File: src/rtl/adc_seq_pkg.sv
package adc_seq_pkg;

    localparam int ADC_W  = 12;
    localparam int CH_W   = 2;
    localparam int WORD_W = 16;
    localparam int PAD_W  = WORD_W - CH_W - ADC_W;

    typedef enum logic [1:0] {
        ST_SELECT = 2'd0,
        ST_WAIT   = 2'd1,
        ST_READ   = 2'd2,
        ST_EMIT   = 2'd3
    } seq_state_t;

    typedef struct packed {
        logic [PAD_W-1:0] pad;
        logic [CH_W-1:0]  chan;
        logic [ADC_W-1:0] code;
    } sample_word_t;

    function automatic sample_word_t pack_sample(input logic [CH_W-1:0] ch,
                                                 input logic [ADC_W-1:0] c);
        sample_word_t w;
        w.pad  = '0;
        w.chan = ch;
        w.code = c;
        return w;
    endfunction

    function automatic int max3(input int a, input int b, input int c);
        int m;
        m = (a > b) ? a : b;
        return (m > c) ? m : c;
    endfunction

endpackage

File: src/rtl/adc_seq_timer.sv
module adc_seq_timer #(
    parameter int CNT_W = 8
) (
    input  logic             clk,
    input  logic             rst,
    input  logic             clr,
    input  logic [CNT_W-1:0] limit,
    output logic             hit
);
    logic [CNT_W-1:0] cnt_q;

    assign hit = (cnt_q == limit);

    always_ff @(posedge clk) begin
        if (rst || clr)
            cnt_q <= '0;
        else if (!hit)
            cnt_q <= cnt_q + 1'b1;
    end
endmodule

File: src/rtl/adc_seq_chan_ring.sv
module adc_seq_chan_ring #(
    parameter int W = 2
) (
    input  logic         clk,
    input  logic         rst,
    input  logic         step,
    output logic [W-1:0] chan
);
    logic [W-1:0] chan_q;

    always_ff @(posedge clk) begin
        if (rst)
            chan_q <= '0;
        else if (step)
            chan_q <= chan_q + 1'b1;
    end

    assign chan = chan_q;
endmodule

File: src/rtl/adc_mux_sequencer.sv
module adc_mux_sequencer
    import adc_seq_pkg::*;
#(
    parameter int SETTLE_CYC  = 8,
    parameter int READ_CYC    = 2,
    parameter int TIMEOUT_CYC = 64
) (
    input  logic              clk,
    input  logic              rst,
    input  logic              adc_busy,
    input  logic [ADC_W-1:0]  adc_data,
    output logic              adc_rc,
    output logic [CH_W-1:0]   mux_sel,
    output logic              out_valid,
    output logic [WORD_W-1:0] out_word,
    output logic              timeout_err
);
    localparam int CNT_MAX = max3(SETTLE_CYC, READ_CYC, TIMEOUT_CYC);
    localparam int CNT_W   = $clog2(CNT_MAX + 1);
    localparam logic [CNT_W-1:0] LIM_SETTLE  = CNT_W'(SETTLE_CYC - 1);
    localparam logic [CNT_W-1:0] LIM_READ    = CNT_W'(READ_CYC - 1);
    localparam logic [CNT_W-1:0] LIM_TIMEOUT = CNT_W'(TIMEOUT_CYC - 1);

    seq_state_t       state_q, state_d;
    logic [CNT_W-1:0] limit;
    logic             phase_hit;
    logic             capture, advance, expire;
    logic [ADC_W-1:0] code_q;
    logic             err_q;
    sample_word_t     word;

    always_comb begin
        unique case (state_q)
            ST_SELECT: limit = LIM_SETTLE;
            ST_WAIT:   limit = LIM_TIMEOUT;
            ST_READ:   limit = LIM_READ;
            default:   limit = '0;
        endcase
    end

    adc_seq_timer #(.CNT_W(CNT_W)) u_timer (
        .clk   (clk),
        .rst   (rst),
        .clr   (state_d != state_q),
        .limit (limit),
        .hit   (phase_hit)
    );

    always_comb begin
        state_d = state_q;
        capture = 1'b0;
        advance = 1'b0;
        expire  = 1'b0;
        unique case (state_q)
            ST_SELECT: if (phase_hit) state_d = ST_WAIT;
            ST_WAIT: begin
                if (!adc_busy) begin
                    state_d = ST_READ;
                end else if (phase_hit) begin
                    state_d = ST_SELECT;
                    expire  = 1'b1;
                end
            end
            ST_READ: begin
                if (phase_hit) begin
                    state_d = ST_EMIT;
                    capture = 1'b1;
                end
            end
            ST_EMIT: begin
                state_d = ST_SELECT;
                advance = 1'b1;
            end
            default: state_d = ST_SELECT;
        endcase
    end

    always_ff @(posedge clk) begin
        if (rst) begin
            state_q <= ST_SELECT;
            code_q  <= '0;
            err_q   <= 1'b0;
        end else begin
            state_q <= state_d;
            err_q   <= expire;
            if (capture)
                code_q <= adc_data;
        end
    end

    adc_seq_chan_ring #(.W(CH_W)) u_ring (
        .clk  (clk),
        .rst  (rst),
        .step (advance),
        .chan (mux_sel)
    );

    assign word        = pack_sample(mux_sel, code_q);
    assign adc_rc      = (state_q != ST_WAIT);
    assign out_valid   = (state_q == ST_EMIT);
    assign out_word    = word;
    assign timeout_err = err_q;
endmodule

File: config.mk
export PLATFORM = sky130hd
export DESIGN_NAME = adc_mux_sequencer
export DESIGN_NICKNAME = d
export VERILOG_FILES = /design/src/rtl/adc_seq_pkg.sv /design/src/rtl/adc_seq_timer.sv /design/src/rtl/adc_seq_chan_ring.sv /design/src/rtl/adc_mux_sequencer.sv
export SDC_FILE = /design/constraint.sdc
export NUM_CORES = 1
export LEC_CHECK = 0
export ABC_CLOCK_PERIOD_IN_PS = 1900
export CORE_UTILIZATION = 54
export DETAILED_ROUTE_END_ITERATION = 8
export DONT_BUFFER_PORTS = 1
export PLACE_DENSITY = 0.83
export SYNTH_ARGS = -nofsm -noshare
export SYNTH_HDL_FRONTEND = slang
export SYNTH_SLANG_ARGS = --single-unit
File: constraint.sdc
create_clock -name clk -period 1.9 [get_ports clk]
set_input_delay 0.095 -clock clk [delete_from_list [all_inputs] [get_ports clk]]
set_output_delay 0.095 -clock clk [all_outputs]
set_load 0.01 [all_outputs]
==> results of run 1 <==
-- layout make-up --
cell class / instances / area (um^2)
multi-input combinational: 82 / 608
fill: 144 / 588
sequential: 24 / 483
timing repair buffer: 19 / 193
tap: 27 / 33.8
clock inverter: 1 / 30.0
clock buffer: 3 / 22.5
inverter: 1 / 3.75
-- cells in the mapped netlist --
| master | count | area share |
|---|---|---|
| nand2b_1 | 27 | 0.15 |
| a211oi_2 | 1 | 0.011 |
| o21ai_0 | 1 | 0.0044 |
| mux2_4 | 1 | 0.013 |
| inv_1 | 1 | 0.0033 |
| buf_4 | 4 | 0.027 |
| a21o_1 | 1 | 0.0066 |
| nor2_1 | 6 | 0.020 |
| o21a_1 | 1 | 0.0066 |
| nor3b_1 | 2 | 0.013 |
| nand2_1 | 2 | 0.0066 |
| nand2_2 | 1 | 0.0055 |
| or4_4 | 1 | 0.010 |
| and3_1 | 1 | 0.0055 |
| and2_1 | 1 | 0.0055 |
| clkbuf_1 | 3 | 0.010 |
| buf_6 | 1 | 0.010 |
| nor4b_1 | 1 | 0.0077 |
| nand3_1 | 3 | 0.013 |
| xnor2_1 | 3 | 0.023 |
| xor2_1 | 4 | 0.031 |
| a2111oi_4 | 1 | 0.024 |
| nor3_1 | 7 | 0.031 |
| dfxtp_1 | 24 | 0.42 |
| and3b_1 | 1 | 0.0077 |
| conb_1 | 1 | 0.0033 |
| ha_1 | 1 | 0.011 |
| mux2i_1 | 13 | 0.12 |
-- flip-flops by register name, indices dropped and copies added, names as in the netlist --
register,flops
code_q,12
u_timer.cnt_q,7
state_q,2
u_ring.chan,2
timeout_err,1
-- per-stage QoR --
stage / std cells / utilization / power [mW]
finish: 157 / 0.700 / 0.955
CTS: 157 / 0.695 / 0.954
detailed placement: 138 / 0.591 / 0.566
global route: 157 / 0.700 / 0.988
floorplan: 115 / - / 0.565
global placement: 138 / 0.591 / 0.562
-- power by group through the flow --
stage | clock (mW) | sequential [mW] | combinational [mW]
floorplan | 0 | 0.527 | 0.0380
global placement | 0 | 0.529 | 0.0327
detailed placement | 0 | 0.531 | 0.0351
CTS | 0.371 | 0.519 | 0.0640
global route | 0.391 | 0.523 | 0.0733
finish | 0.367 | 0.522 | 0.0657
-- kinds of logic (layout without fill, tap and decap cells) --
family | count (synthesis) | after routing | share of synthesized area
AO/OA/AOI/OAI | 5 | 5 | 0.0531
XOR/XNOR | 7 | 7 | 0.0542
adder cells (fa/ha/maj) | 1 | 1 | 0.0111
buffers and inverters | 9 | 24 | 0.0498
flip-flops | 24 | 24 | 0.425
multiplexers | 14 | 14 | 0.128
other | 1 | 2 | 0.00332
AND/OR/NAND/NOR | 53 | 53 | 0.275
-- timing repair --
item                                    CTS  global route
endpoints found under the setup margin    4            12
gates resized for setup                   1             4
hold buffers                             15             0
pin swaps                                 0             2
hold endpoints to repair                 15             0
cloned                                    0             0
-- routing by layer --
layer	vias to the layer above	GRT usage	wire length [um]
li1	412	-	-
met1	401	0.217	1030
met2	25	0.395	1250
met3	6	0.0604	124
met4	0	0.106	36
met5	-	0	0
-- worst max-delay path: stages, from the launching register on --
cell,delay (ns)
dfxtp_1,0.40
or4_4,0.57
a2111oi_4,0.38
buf_12,0.20
mux2i_1,0.24
-- how the worst max path moves through the flow --
stage | startpoint | endpoint | cells after the start
after floorplan | state_q[0] | state_q[0] | 4
after global placement | state_q[1] | code_q[0] | 5
after detailed placement | state_q[1] | code_q[8] | 5
after CTS | state_q[0] | code_q[8] | 6
after global routing | state_q[0] | code_q[10] | 6
final | u_timer.cnt_q[1] | code_q[10] | 4
==> results.cfg, run 1 <==
[hold_path]
holdPathEnd = state_q[0]
holdCritStartpoint = rst
hold_path_class = in2reg
holdPathStages = 2

[power_and_ir_drop]
power_density_nw_per_um2 = 695
seqPwrFrac = 0.547
p_leak_nw = 0.501
p_clk_frac = 0.384
p_int_uw = 763
swShare = 0.201
power.net_switching_uw = 192
p_comb_frac = 0.069
max-vdd-ir-drop_v = 0.000501

[timing]
finalSetupTns_ns = 0
maxSlewHeadroom = 0.558
fin_skew_ns = 0.00825
drv_slew = 0
hold_violations = 0
layout_setup_ws_ns = 0.0320
min_period_ns = 1.87
clock.fmax_mhz = 535
setup_viol = 0
tightestPinTransition_ns = 0.661
holdWs_ns = 0.0271
period_share = 0.983

[logic_synthesis]
synth_warnings = 0
syn-mean-instance-area_um2 = 9.92
yosysUniqueCellTypes = 28
netlist_instances = 114
ys_ff_latch = 24
mappedNetlistArea_um2 = 1130
synth.yosys.seq_area_share = 0.425

[route]
vias = 844
wire_per_inst_um = 15.6
drc_errors = 0
dr.pass1.iters = 4
viasPerCell = 5.38
finalWirelength_mm = 2.45
drtIter0Drc = 22
antenna_left = 0

[grt]
track_usage = 0.214
grt_pass1_vias = 798
grt_max_degree = 28
grt-ovfl-total = 0
grt_pass1_wl_mm = 3.33
antenna_found_initial = 0

[layout]
diodes = 0
final_area_um2 = 1370
nets = 147
drive_above_1_share = 0.131
mostFrequentLayoutCells = 27 x nand2b_1, 22 x dfxtp_1, 15 x dlygate4sd3_1
syn2layout_area_growth_pct = 21.5
layout_commonest_cell = nand2b_1

[setup_path]
rr_startpoint = u_timer.cnt_q[1]
worstPathRequired_ns = 2.14
reg2reg_to = code_q[10]
cp-end-kind = flip-flop
reg2regPathDepth = 4
crit_type = reg2reg
cp_max_fo = 12
start_kind = flip-flop
cp.arrival_ns = 2.10
r2r_setup_slack_ns = 0.03

[clock_network]
cts_max_level = 1
cts_tree = yes
cts-root-buf = clkbuf_4
cts_setup_buffers = 0
clk_pin_slew_ns = 0.14
cts.path.max_buffers = 2
cts_made_buffers = 3
clock_insertion_delay_worst_skew_ns = 0.31
clock-sinks = 24

[floorplanning]
num_rows = 16
initial_core_util = 0.577
die-area_um2 = 2280
io_pins = 36
die_y_um = 47.8
die_width_um = 47.8
coreArea_um2 = 1960

[placed_design]
portBuffers = 0
pre_cts_ws_ns = 0.0204
gp_congestion = 0.871
hpwlAfterDp_mm = 1.39
placed_cell_area_um2 = 1160

[run]
cap_violations = 0

[outcome]
status = complete, no violations
Note: power is estimated with default switching activity, not from simulation.
==> inputs of run 2 (changes only) <==
- ABC_CLOCK_PERIOD_IN_PS: 1900 -> 2300
- CORE_UTILIZATION: 54 -> 55
- PLACE_DENSITY: 0.83 -> 0.81
- clock period: 1.9 -> 2.3 ns (I/O delays scaled with it)
==> run 2 against run 1 <==
  * Sequential share of layout area up 1.1 points
  * Critical path depth up 1
  * Via count down 3.6%
  * Clock power down 18%
  * Clock skew up 0.0049 ns
  * Combinational power down 22%
  * Maximum frequency down 3.6%
  * Global-route usage down 1.8 points
  * Clock-buffer cell count unchanged
  * Die area down 1.7%
  * First-iteration DRC count down 59%
  * Largest power group unchanged
==> results.cfg, run 2 (same netlist as run 1, synthesis figures left out) <==
[outcome]
status = complete, no violations

[power_and_ir_drop]
power_density_nw_per_um2 = 589
p_leak_nw = 0.479
max-vdd-ir-drop_v = 0.000484

[layout]
register_area_um2 = 480
syn2layout_area_growth_pct = 17.0
multi_input_area_um2 = 598
layout_commonest_cell = nand2b_1
nets = 144
largest_register = code_q
top_regs = code_q (12), u_timer.cnt_q (7)
drive_above_1_share = 0.0866
fin_util = 0.682
mostFrequentLayoutCells = 27 x nand2b_1, 24 x dfxtp_1, 14 x dlygate4sd3_1
largest_reg_flops = 12
fillCellCount = 161
diodes = 0

[clock_network]
clock_insertion_delay_worst_skew_ns = 0.31
cts_tree = yes
cts-root-buf = clkbuf_4
cts.path.max_buffers = 2
cts_max_level = 1
cts_made_buffers = 3
clk_pin_slew_ns = 0.14
clock-sinks = 24

[route]
antenna_left = 0
dr.pass1.iters = 4
vias = 814
wire_per_inst_um = 13.0
viasPerCell = 5.29
drtIter0Drc = 9
finalWirelength_mm = 2.00
drc_errors = 0

[grt]
grt-ovfl-total = 0
grt_max_degree = 28
grt_pass1_wl_mm = 3.04
antenna_found_initial = 0
track_usage = 0.196
grt_pass1_vias = 754

[setup_path]
worstPathRequired_ns = 2.55
slowest_delay_ns = 0.49
cp_max_fo = 12
path_buf_inv = 1
crit_path_cell_trace = nand2_2 > or4_4 > a2111oi_4 > buf_4 > mux2i_1
crit_type = reg2reg
cp_slowest_cell = dfxtp_1
start_kind = flip-flop
cp.arrival_ns = 2.19
path_delay_family = simple AND/OR/NAND/NOR gates
cp-end-kind = flip-flop

[floorplanning]
coreArea_um2 = 1940
initial_core_util = 0.582
die_width_um = 47.4
num_rows = 16
die_y_um = 47.4
die-area_um2 = 2240
io_pins = 36

[hold_path]
hold_path_class = in2reg

[timing]
min_period_ns = 1.94
finalSetupTns_ns = 0
tightestPinTransition_ns = 0.643
clock.fmax_mhz = 516
hold_violations = 0
period_share = 0.843
layout_setup_ws_ns = 0.361
drv_slew = 0
rsz0062_at_grt = false
maxSlewHeadroom = 0.570
fin_skew_ns = 0.0132
setup_viol = 0

[placed_design]
hpwlAfterDp_mm = 1.31
portBuffers = 0
gp_congestion = 0.790
pre_cts_ws_ns = 0.386

[run]
cap_violations = 0
## run 2: cell count changes in the layout (fill, tap and decap cells not counted), sizes merged
cell / delta
buf: -2
dlygate4sd3: -1
## run 2: path summary, 6_finish.rpt
check / from / end / slack, ns / cells past startpoint
setup / recovery: state_q[0] / code_q[5] / 0.36 / 5
hold / removal: rst / timeout_err / 0.03 / 2
setup reg to reg: state_q[0] / code_q[5] / 0.36 / 5
hold reg to reg: code_q[11] / code_q[11] / 0.53 / 2
## run 2: repair_timing
action                                 CTS  global route
hold buffers                            14             0
endpoints found under the hold margin   15             0
buffers inserted                         0             0
resized for setup                        0             0
## run 2: per-stage QoR
step,cell area [um^2],total power [mW],hold WS [ns],instances
finish,1320,0.780,0.0274,154
global route,1320,0.810,0.0283,154
CTS,1320,0.788,0.0184,154
detailed placement,1130,0.466,0.191,136
global placement,1130,0.464,0.189,136
floorplan,1130,0.467,0.270,115
## run 2: worst register-to-register path, delay by kind of cell, from the launching register on
family	cells	cell delay, ns
flip-flops	1	0.49
multiplexers	1	0.21
buffers and inverters	1	0.28
AO/OA/AOI/OAI	1	0.35
AND/OR/NAND/NOR	2	0.57
## run 2: power breakdown
| group | total (mW) | switching, mW | internal (mW) | leakage, nW |
|---|---|---|---|---|
| Clock | 0.300 | 0.124 | 0.176 | 0.0279 |
| Sequential | 0.429 | 0.00777 | 0.421 | 0.194 |
| Combinational | 0.0513 | 0.0191 | 0.0322 | 0.257 |
| Total | 0.780 | 0.151 | 0.629 | 0.479 |
## run 2: routing by layer
metal / wire, um / GRT usage
met3: 95 / 0.0500
met4: 61 / 0.103
met2: 997 / 0.318
met1: 848 / 0.237
met5: 0 / 0
## run 2: area by class of cell
type / instances / share of cell area
clock buffer: 3 / 0.0170
clock inverter: 1 / 0.0227
inverter: 1 / 0.00284
multi-input combinational: 82 / 0.452
sequential: 24 / 0.363
tap: 27 / 0.0255
timing repair buffer: 16 / 0.117
==> inputs of run 3 (changes only) <==
- ABC_CLOCK_PERIOD_IN_PS: 2300 -> 1600
- CORE_UTILIZATION: 55 -> 54
- PLACE_DENSITY: 0.81 -> 0.83
- clock period: 2.3 -> 1.6 ns (I/O delays scaled with it)
==> run 3 against run 2 <==
  * The run now ends with setup timing left
  * First-iteration DRC count is 44% lower
  * Cell count rose by 7.8%
  * Sequential share of layout area shrank 3.0 points
  * Flip-flop and latch count did not move
  * Critical endpoint is now code_q[10]
  * Largest cell class unchanged
  * Largest power group unchanged
==> results.cfg, run 3 (same netlist as run 1, synthesis figures left out) <==
[clock_network]
clk_pin_slew_ns = 0.12
cts-root-buf = clkbuf_4
cts_made_buffers = 3
cts_tree = yes
clock-sinks = 24
cts.path.max_buffers = 2
cts_max_level = 1
clock_insertion_delay_worst_skew_ns = 0.30

[hold_path]
hold_path_class = in2reg

[route]
finalWirelength_mm = 2.61
wire_per_inst_um = 15.7
dr.pass1.iters = 4
vias = 889
drtIter0Drc = 5
antenna_left = 0
drc_errors = 0
viasPerCell = 5.36

[setup_path]
r2r_setup_slack_ns = -0.21
crit_path_end = code_q[10]
cp-end-kind = flip-flop
rr_startpoint = state_q[1]
reg2reg_to = code_q[10]
cp_max_fo = 6
cp.arrival_ns = 2.04
start_kind = flip-flop
worstSetupStartpoint = state_q[1]
reg2regPathDepth = 6
worstPathRequired_ns = 1.83
crit_type = reg2reg

[placed_design]
placed_cells = 146
hpwlAfterDp_mm = 1.50
pre_cts_ws_ns = -0.145
portBuffers = 0
gp_congestion = 0.820

[layout]
stdcell_count = 166
fin_util = 0.754
largest_reg_flops = 12
diodes = 0
syn2layout_area_growth_pct = 30.8
nets = 157
mostFrequentLayoutCells = 26 x nand2b_1, 19 x dfxtp_1, 13 x dlygate4sd3_1
drive_above_1_share = 0.245
largest_register = code_q
top_regs = code_q (12), u_timer.cnt_q (7)
layout_commonest_cell = nand2b_1

[grt]
track_usage = 0.214
grt_pass1_wl_mm = 3.31
grt_pass1_vias = 808
grt-ovfl-total = 0
antenna_found_initial = 0
grt_max_degree = 29

[outcome]
violations = setup timing
status = finished with violations

[floorplanning]
initial_core_util = 0.577
io_pins = 36
die_y_um = 47.8
coreArea_um2 = 1960
die-area_um2 = 2280
die_width_um = 47.8
num_rows = 16

[timing]
maxSlewHeadroom = 0.519
finalSetupTns_ns = -3.02
drv_slew = 0
rsz0062_at_grt = true
layout_setup_ws_ns = -0.211
fin_skew_ns = 0.00574
tightestPinTransition_ns = 0.721
clock.fmax_mhz = 552
hold_violations = 0
setup_viol = 21
min_period_ns = 1.81
period_share = 1.13

[power_and_ir_drop]
p_clk_frac = 0.264
power_density_nw_per_um2 = 652
power.net_switching_uw = 215
max-vdd-ir-drop_v = 0.000419
p_int_uw = 749
p_comb_frac = 0.102
finalPower_uw = 965
seqPwrFrac = 0.634
swShare = 0.223
p_leak_nw = 0.551

[run]
cap_violations = 0
run 3: cell count changes in the layout (fill, tap and decap cells not counted), sizes merged:
| cell | delta |
|---|---|
| dlymetal6s4s | +1 |
| dlygate4sd3 | -1 |
| buf | +12 |
| bufinv | -1 |
| clkbuf | +1 |
run 3: cell type report:
cell class                 instances  area (um^2)
inverter                           1         3.75
sequential                        24          492
tap                               27         33.8
multi-input combinational         82          634
clock buffer                       3         22.5
timing repair buffer              29          293
fill                             117          483
run 3: worst max-delay path, cell delays in order, from the launching register on:
cell and delay [ns]:
dfxtp_4 0.40, nand2_2 0.07, or4_4 0.44, a2111oi_4 0.30, buf_4 0.20, buf_12 0.13, mux2i_1 0.20
run 3: how the worst min path moves through the flow:
stage,start,end,slack [ns],cells after the start
finish,rst,state_q[0],0.002,2
global route,rst,state_q[0],0.03,2
CTS,rst,state_q[0],0.002,2
detailed placement,rst,state_q[1],0.15,1
global placement,rst,state_q[1],0.15,1
floorplan,adc_data[10],code_q[10],0.24,2
run 3: power groups by stage:
stage	Sequential (mW)	Clock [mW]	Combinational (mW)
floorplan	0.627	0	0.0456
global placement	0.624	0	0.0555
detailed placement	0.625	0	0.0581
CTS	0.612	0.256	0.0931
global route	0.613	0.279	0.109
finish	0.611	0.255	0.0982
run 3: routing by layer:
metal  vias up  GRT usage  routed length, um
met4         0      0.111                 59
met2        29      0.389               1330
li1        432          -                  -
met1       420      0.229               1110
met5         -          0                  0
met3         8     0.0453                113
run 3: repair_timing:
item                                    in CTS  in global routing
buffers inserted                             0                  2
gates resized for setup                      9                  4
pin swaps                                    1                  0
cloned                                       0                  1
hold endpoints to repair                    16                  1
endpoints found under the setup margin      21                 22
hold buffers                                14                  1
run 3: per-stage QoR:
step	area (um^2)	hold slack, ns
6_report	1480	0.00194
4_1_cts	1430	0.00151
3_3_place_gp	1230	0.148
2_1_floorplan	1150	0.235
5_1_grt	1480	0.0268
3_5_place_dp	1230	0.150
